`src/rtl/wdt_enc_pkg.sv`:
```
// Package: shared widths, byte layout and timeout decode for the encoded watchdog.
// Assumes an 8-bit configuration byte: steering bit on top, multiplier, then resolution.
package wdt_enc_pkg;

    parameter int DATA_W  = 8;
    parameter int MULT_W  = 5;
    parameter int RES_W   = 2;

    localparam int MULT_LSB  = RES_W;
    localparam int STEER_BIT = MULT_LSB + MULT_W;
    localparam int AUX_CLR_BIT = 6;
    // Widest count: multiplier shifted by twice the largest resolution code.
    localparam int CNT_W = MULT_W + 2 * ((1 << RES_W) - 1);

    typedef enum logic {
        SEL_CFG = 1'b0,
        SEL_AUX = 1'b1
    } byte_sel_e;

    // Number of tick strobes encoded by a configuration byte (0 means disabled).
    function automatic logic [CNT_W-1:0] cfg_to_ticks(input logic [DATA_W-1:0] cfg);
        logic [CNT_W-1:0] mult_ext;
        logic [RES_W-1:0] res;
        mult_ext = {{(CNT_W-MULT_W){1'b0}}, cfg[MULT_LSB +: MULT_W]};
        res      = cfg[RES_W-1:0];
        return mult_ext << {res, 1'b0};
    endfunction

endpackage

```
`src/rtl/wdt_countdown.sv`:
```
// Module: tick-paced down counter. Loads a count, decrements on each tick strobe,
// reports expiry on the tick that reaches the end and then stops until reloaded.
// Assumes a load value of zero means "disabled"; a load wins over a same-cycle tick.
module wdt_countdown #(
    parameter int CNT_W = 11
) (
    input  logic             clk,
    input  logic             rst_n,
    input  logic             tick_en,
    input  logic             load,
    input  logic [CNT_W-1:0] load_val,
    output logic             expire
);

    logic [CNT_W-1:0] cnt_q;
    logic             run_q;

    // Expiry fires on the tick that consumes the last remaining count.
    assign expire = run_q && tick_en && !load && (cnt_q == CNT_W'(1));

    // Counter state: reload on restart, stop on expiry, step down on ticks.
    always_ff @(posedge clk) begin
        if (!rst_n) begin
            cnt_q <= '0;
            run_q <= 1'b0;
        end else if (load) begin
            cnt_q <= load_val;
            run_q <= (load_val != '0);
        end else if (expire) begin
            cnt_q <= '0;
            run_q <= 1'b0;
        end else if (run_q && tick_en) begin
            cnt_q <= cnt_q - CNT_W'(1);
        end
    end

    p_dec_on_tick_r2: assert property (@(posedge clk) disable iff (!rst_n)
        (run_q && tick_en && !load && cnt_q > CNT_W'(1)) |=> (cnt_q == $past(cnt_q) - CNT_W'(1)));

    p_hold_no_tick_r2: assert property (@(posedge clk) disable iff (!rst_n)
        (!tick_en && !load) |=> $stable(cnt_q));

    p_zero_disables_r3: assert property (@(posedge clk) disable iff (!rst_n)
        (load && load_val == '0) |=> !run_q);

    p_stop_after_expiry_r9: assert property (@(posedge clk) disable iff (!rst_n)
        expire |=> !run_q);

endmodule

```
`src/rtl/wdt_action.sv`:
```
// Module: expiry action. Keeps the sticky expiry flag and turns an expiry into
// exactly one registered interrupt or reset-request pulse.
// Assumes clear and expire never coincide (a restart suppresses expiry upstream).
module wdt_action (
    input  logic clk,
    input  logic rst_n,
    input  logic expire,
    input  logic steer_rst,
    input  logic clear,
    output logic flag_q,
    output logic irq_q,
    output logic rst_q
);

    // Sticky flag: set by expiry, cleared by a restart of the watchdog.
    always_ff @(posedge clk) begin
        if (!rst_n) begin
            flag_q <= 1'b0;
        end else if (clear) begin
            flag_q <= 1'b0;
        end else if (expire) begin
            flag_q <= 1'b1;
        end
    end

    // Pulse outputs: one cycle, routed by the steering bit.
    always_ff @(posedge clk) begin
        if (!rst_n) begin
            irq_q <= 1'b0;
            rst_q <= 1'b0;
        end else begin
            irq_q <= expire && !steer_rst;
            rst_q <= expire && steer_rst;
        end
    end

    p_one_action_r7: assert property (@(posedge clk) disable iff (!rst_n)
        !(irq_q && rst_q));

    p_irq_single_r7: assert property (@(posedge clk) disable iff (!rst_n)
        irq_q |=> !irq_q);

    p_rst_single_r8: assert property (@(posedge clk) disable iff (!rst_n)
        rst_q |=> !rst_q);

    p_flag_with_pulse_r6: assert property (@(posedge clk) disable iff (!rst_n)
        (irq_q || rst_q) |-> flag_q);

endmodule

```
`src/rtl/wdt_regs.sv`:
```
// Module: byte storage for the configuration and auxiliary bytes.
// A reset-steered expiry clears the configuration byte and one auxiliary bit.
// Assumes a configuration write never coincides with an expiry.
module wdt_regs
    import wdt_enc_pkg::*;
(
    input  logic              clk,
    input  logic              rst_n,
    input  logic              wr,
    input  byte_sel_e         sel,
    input  logic [DATA_W-1:0] wdata,
    input  logic              hit_reset,
    output logic [DATA_W-1:0] cfg_q,
    output logic [DATA_W-1:0] aux_q
);

    // Configuration byte: software write, cleared by a reset-steered expiry.
    always_ff @(posedge clk) begin
        if (!rst_n) begin
            cfg_q <= '0;
        end else if (hit_reset) begin
            cfg_q <= '0;
        end else if (wr && sel == SEL_CFG) begin
            cfg_q <= wdata;
        end
    end

    // Auxiliary byte: plain storage with one bit knocked down on reset expiry.
    always_ff @(posedge clk) begin
        if (!rst_n) begin
            aux_q <= '0;
        end else begin
            logic [DATA_W-1:0] nxt;
            nxt = aux_q;
            if (wr && sel == SEL_AUX) nxt = wdata;
            if (hit_reset) nxt[AUX_CLR_BIT] = 1'b0;
            aux_q <= nxt;
        end
    end

    p_cfg_cleared_r8: assert property (@(posedge clk) disable iff (!rst_n)
        hit_reset |=> (cfg_q == '0));

    p_aux_bit_cleared_r8: assert property (@(posedge clk) disable iff (!rst_n)
        hit_reset |=> !aux_q[AUX_CLR_BIT]);

endmodule

```
`src/rtl/wdt_enc_top.sv`:
```
// Module: watchdog with an encoded timeout byte. Any access to the configuration
// byte restarts the countdown; expiry raises a sticky flag and one pulse.
// Assumes tick_en is a one-cycle strobe at the watchdog timebase rate.
module wdt_enc_top
    import wdt_enc_pkg::*;
(
    input  logic              clk,
    input  logic              rst_n,
    input  logic              tick_en,
    input  logic              acc_wr,
    input  logic              acc_rd,
    input  logic              acc_sel,
    input  logic [DATA_W-1:0] acc_wdata,
    output logic [DATA_W-1:0] acc_rdata,
    output logic [DATA_W-1:0] flags_o,
    output logic              irq_pulse,
    output logic              rst_req
);

    byte_sel_e         sel;
    logic              restart;
    logic [DATA_W-1:0] cfg_q;
    logic [DATA_W-1:0] aux_q;
    logic [DATA_W-1:0] load_cfg;
    logic [CNT_W-1:0]  load_ticks;
    logic              expire;
    logic              hit_reset;
    logic              flag_q;

    // Access decode: restart on either access to the configuration byte.
    always_comb begin
        sel      = byte_sel_e'(acc_sel);
        restart  = (acc_wr || acc_rd) && (sel == SEL_CFG);
        load_cfg = (acc_wr && sel == SEL_CFG) ? acc_wdata : cfg_q;
    end

    assign load_ticks = cfg_to_ticks(load_cfg);
    assign hit_reset  = expire && cfg_q[STEER_BIT];

    wdt_regs u_regs (
        .clk       (clk),
        .rst_n     (rst_n),
        .wr        (acc_wr),
        .sel       (sel),
        .wdata     (acc_wdata),
        .hit_reset (hit_reset),
        .cfg_q     (cfg_q),
        .aux_q     (aux_q)
    );

    wdt_countdown #(
        .CNT_W (CNT_W)
    ) u_count (
        .clk      (clk),
        .rst_n    (rst_n),
        .tick_en  (tick_en),
        .load     (restart),
        .load_val (load_ticks),
        .expire   (expire)
    );

    wdt_action u_action (
        .clk       (clk),
        .rst_n     (rst_n),
        .expire    (expire),
        .steer_rst (cfg_q[STEER_BIT]),
        .clear     (restart),
        .flag_q    (flag_q),
        .irq_q     (irq_pulse),
        .rst_q     (rst_req)
    );

    // Read mux and flags byte assembly.
    always_comb begin
        acc_rdata = (sel == SEL_AUX) ? aux_q : cfg_q;
        flags_o   = {flag_q, {(DATA_W-1){1'b0}}};
    end

    p_restart_clears_flag_r4: assert property (@(posedge clk) disable iff (!rst_n)
        restart |=> !flags_o[DATA_W-1]);

    p_aux_no_restart_r11: assert property (@(posedge clk) disable iff (!rst_n)
        (flags_o[DATA_W-1] && sel == SEL_AUX && !restart) |=> flags_o[DATA_W-1]);

endmodule

```
`config.mk`:
```
export PLATFORM = sky130hd
export DESIGN_NAME = wdt_enc_top
export DESIGN_NICKNAME = d
export VERILOG_FILES = /design/src/rtl/wdt_enc_pkg.sv /design/src/rtl/wdt_countdown.sv /design/src/rtl/wdt_action.sv /design/src/rtl/wdt_regs.sv /design/src/rtl/wdt_enc_top.sv
export SDC_FILE = /design/constraint.sdc
export NUM_CORES = 1
export LEC_CHECK = 0
export BUFFER_PORTS_ARGS = -buffer_cell sky130_fd_sc_hd__buf_2
export CORE_UTILIZATION = 55
export CTS_CLUSTER_SIZE = 20
export DETAILED_ROUTE_END_ITERATION = 10
export PLACE_DENSITY = 0.78
export SETUP_SLACK_MARGIN = 0.2
export SLEW_MARGIN = 40
export SYNTH_ARGS = -nofsm -noshare
export SYNTH_HDL_FRONTEND = slang
export SYNTH_SLANG_ARGS = --single-unit
export TNS_END_PERCENT = 30
```
`constraint.sdc`:
```
create_clock -name clk -period 2.7 [get_ports clk]
set_clock_uncertainty 0.1 [all_clocks]
set_input_delay 0.54 -clock clk [delete_from_list [all_inputs] [get_ports clk]]
set_output_delay 0.54 -clock clk [all_outputs]
set_load 0.02 [all_outputs]
```
# After elaboration in Yosys (flattened, before gate mapping)
# Index checks and enable logic that the tools add are counted.
[word_totals]
register_bits = 31
word_cells = 37
input_bits = 14
[op_classes]
n_bitwise = 2
n_eq_ne = 1
add_sub_neg = 1
mux = 7
reduce_logical = 16
shifts = 1
[ops]
columns = ["cell", "count"]
rows = [
  ["$mux 11", 3],
  ["$eq 11x1->1 const B", 1],
  ["$reduce_bool 11->1", 1],
  ["$shl 5x3->11", 1],
  ["$sub 11x1->11 const B", 1],
  ["$logic_and 1x1->1", 8],
  ["$mux 8", 1],
  ["$mux 7", 1],
  ["$reduce_or 2->1", 2],
  ["$reduce_bool 3->1", 1],
  ["$logic_not 1->1", 2],
  ["$mux 1", 2],
  ["$not 1->1", 2],
  ["$reduce_bool 2->1", 1],
  ["$logic_or 1x1->1", 1],
]

# Longest topological paths before layout
[depth]
ltp_word = 7
ltp_mapped = 8
ltp_nobuf = 7

# By module
# From an unflattened synthesis, not the netlist that was laid out.
[hier_totals]
hier_cells = 253
hier_area_um2 = 2073.2
[by_module_without_submodules]
columns = ["mod", "seq_area_each_um2", "cells_per_inst", "area_each_um2", "n_inst"]
rows = [
  ["wdt_countdown", 240.2, 102, 812.0, 1],
  ["wdt_regs", 320.3, 73, 605.6, 1],
  ["wdt_enc_top", 0.0, 70, 564.3, 1],
  ["wdt_action", 60.1, 8, 91.3, 1],
]

# Worst setup path before layout
# OpenSTA, ideal clock, no wires.
[synth_path]
path_type = "input -> output"
startpoint = "in acc_sel"
endpoint = "out acc_rdata[7]"
path_slack_ps = 448
path_stages = 4
t_arrival_ps = 1612
required_time_ps = 2060
path_cell_list = "buf_2 > clkbuf_1 > clkbuf_1 > o21ai_0"
[synth_between]
elab_chain_len = 1
[synth_lines]
columns = ["item", "line", "text"]
rows = [
  ["from (decl)", "wdt_enc_top.sv:12", "input logic acc_sel,"],
  ["$mux 8", "wdt_enc_top.sv:75", "acc_rdata = (sel == SEL_AUX) ? aux_q : cfg_q;"],
  ["to (decl)", "wdt_enc_top.sv:14", "output logic [DATA_W-1:0] acc_rdata,"],
]
# Every way passes these cells.

# Final worst setup path
[layout_path]
startpoint = "reg u_count.cnt_q[0]"
endpoint = "reg u_count.run_q"
[layout_between]
elab_chain_len = 3
[layout_lines]
columns = ["item", "line", "text"]
rows = [
  ["from (decl)", "wdt_countdown.sv:15", "logic [CNT_W-1:0] cnt_q;"],
  ["from (signal assigned)", "wdt_countdown.sv:27", "cnt_q <= load_val;"],
  ["from (signal assigned)", "wdt_countdown.sv:33", "cnt_q <= cnt_q - CNT_W'(1);"],
  ["$eq 11x1->1", "wdt_countdown.sv:19", "assign expire = run_q && tick_en && !load && (cnt_q == CNT_W'(1));"],
  ["$logic_and 1x1->1", "wdt_countdown.sv:19", ""],
  ["$reduce_bool 2->1 (no source line)", "--", ""],
  ["to (signal assigned)", "wdt_countdown.sv:28", "run_q <= (load_val != '0);"],
  ["to (decl)", "wdt_countdown.sv:16", "logic run_q;"],
]
# Every way passes these cells.
# A chain may end at the register's enable or synchronous reset.

==> flow_metrics.tcl <==
set metrics [dict create \
    cp_max_fo 6 \
    root_buffer "clkbuf_4" \
    area_delta_synth_final_pct 9.28 \
    maxCapViolCount 0 \
    die_w_um 62.2 \
    num_rows 21 \
    vias_per_cell 5.89 \
    core-area_um2 3420 \
    top_usage_layer "met2" \
    critPathKind "reg -> reg" \
    drt-total-wl_mm 4.97 \
    clock.fmax_mhz 458 \
    clk_pin_slew_worst_paths_ns 0.09 \
    power_w 0.00108 \
    cts_buffers 5 \
    grt_usage 0.269 \
    final_cell_area_um2 2180 \
    leakage_nw 0.918 \
    postSynthAreaPerCell_um2 7.98 \
    pwr_density_cell_nw_per_um2 494 \
    first_iter_violations 226 \
    endpoint_kind "flip-flop" \
    drcViolationCount 0 \
    use_met3 0.0570 \
    fp.dieH_um 62.2 \
    synthCells 250 \
    worstMarginPinSlew_ns 0.772 \
    io_buffers 24 \
    diodes 0 \
    min_period_ns 2.18 \
    slew_violations 0 \
    cts.sinks 31 \
    syn_area_um2 2000 \
    ys_warn_count 0 \
    nFillCells 317 \
    rsz0062_at_grt "false" \
    finalHoldViolCount 0 \
    via_count 1861 \
    first_global_vias 1766 \
    globalplace.congestion 0.941 \
    cts_hold_buf 0 \
    synth-async-reset-ratio 0 \
    use_met1 0.361 \
    peakVddDrop_uv 278 \
    hold_class "in -> reg" \
    worst_ep_arrival_time_ns 2.30 \
    setup_viol 0 \
    die_area_um2 3870 \
    grt_antenna_before_repair 0 \
    synthFlopType "dfxtp_1" \
    crit_required_ns 2.82 \
    initial_core_util 0.584 \
    status "complete, no violations" \
    grt_use_met2 0.422 \
    synth_seq_cells 31 \
    synth_edf_count 0 \
    clk_latency_ns 0.33 \
    grt_max_degree 27 \
    grt_pass1_wl_mm 8.29 \
    cts_setup_buffers 0 \
    finalCritPeriodShare 0.809 \
    drive_gt1_frac 0.204 \
    max-slew-margin-rel 0.481 \
    place_area_um2 2120 \
    final.setup.tns_ns 0 \
    cts_tree "done" \
    io_pins 32 \
    ys_types 49 \
    nets 286 \
    clk_path_buf_depth 2 \
    cts_resized 0 \
    htree_levels 2 \
    grt.overflow.total 0 \
    hpwlAfterDp_mm 3.55 \
    ys_seq_area_frac 0.311 \
    antenna_left 0 \
    first_pass_iters 4 \
    cp-start-kind "flip-flop" \
    wl_per_cell_um 15.7 \
]
-- cells in the final DEF (no fill, tap or decap), types with 4 or more instances in the layout --
| master | instances |
|---|---|
| a21boi_0 | 8 |
| a21oi_1 | 20 |
| conb_1 | 7 |
| mux2i_1 | 12 |
| and3_1 | 4 |
| nand2b_1 | 6 |
| clkbuf_4 | 5 |
| buf_4 | 8 |
| dfxtp_1 | 31 |
| mux2_2 | 9 |
| inv_1 | 5 |
| nor2_1 | 17 |
| a22oi_1 | 4 |
| buf_2 | 24 |
| o21ai_0 | 12 |
| and2_1 | 4 |
| nand3_1 | 10 |
| nand2_1 | 31 |
| o221a_2 | 4 |
-- critical path, cell delays in order (launching register included) --
cell     delay, ns
dfxtp_1       0.44
ha_1          0.21
nor4b_2       0.28
nand4_1       0.32
and4_1        0.33
nor4_1        0.29
a21oi_1       0.11
-- metal layers --
layer | vias to the layer above | share of wire
li1 | 930 | -
met4 | 0 | 0.011
met2 | 78 | 0.46
met3 | 6 | 0.074
met1 | 847 | 0.46
met5 | - | 0
-- power by group --
part	internal [W]	switching [W]
combinational	0.000119	0.000167
sequential	0.000485	0.0000323
clock	0.000120	0.000155
-- stage by stage --
stage               std cells  setup slack [ns]  utilization  hold slack [ns]
detailed placement        309             0.361        0.622            0.352
floorplan                 256             0.448            -            0.325
finish                    316             0.515        0.638            0.359
global placement          309             0.370        0.622            0.334
CTS                       316             0.559        0.638            0.358
global route              316             0.317        0.638            0.366
-- cell usage after synthesis (all sizes together) (5+ instances only) --
cell type / count / area [um^2]
nor2: 17 / 63.8
nand2b: 6 / 37.5
inv: 5 / 18.8
buf: 12 / 82.6
o21ai: 14 / 70.1
dfxtp: 31 / 621
nand2: 31 / 116
a21oi: 20 / 100
a21boi: 9 / 67.6
mux2i: 12 / 120
mux2: 9 / 101
nand3: 10 / 50.1
clkbuf: 13 / 48.8
-- layout make-up --
type | instances | area, um^2 | area share
clock buffers | 6 | 51.3 | 0.0235
clock inverters | 1 | 5.00 | 0.00229
inverters | 5 | 18.8 | 0.00861
multi-input cells | 195 | 1250 | 0.572
flip-flops and latches | 31 | 621 | 0.285
well taps | 46 | 57.6 | 0.0264
repair buffers | 32 | 180 | 0.0826
-- path summary, 6_finish.rpt --
kind	start	endpoint	slack, ns	cells after the start
setup / recovery	u_count.cnt_q[0]	u_count.run_q	0.52	6
hold / removal	acc_wdata[7]	u_regs.cfg_q[7]	0.36	3
setup reg to reg	u_count.cnt_q[0]	u_count.run_q	0.52	6
hold reg to reg	u_regs.aux_q[6]	u_regs.aux_q[6]	0.36	2
-- kinds of logic after synthesis --
logic type,synth area share
muxes,0.111
xor gates and xnor gates,0.00439
DFF,0.311
buffers and inverters,0.0752
adders and majority gates,0.0125
AOI/OAI and AO/OA,0.214
other,0.00188
and+or+nand+nor,0.270
-- sequential cells by signal (all words and copies together), names as in the netlist --
signal	cells
u_count.cnt_q	11
u_regs.aux_q	8
u_regs.cfg_q	8
u_action.flag_q	1
u_action.irq_q	1
u_action.rst_q	1
u_count.run_q	1
Power figures use the tool's default switching activity.
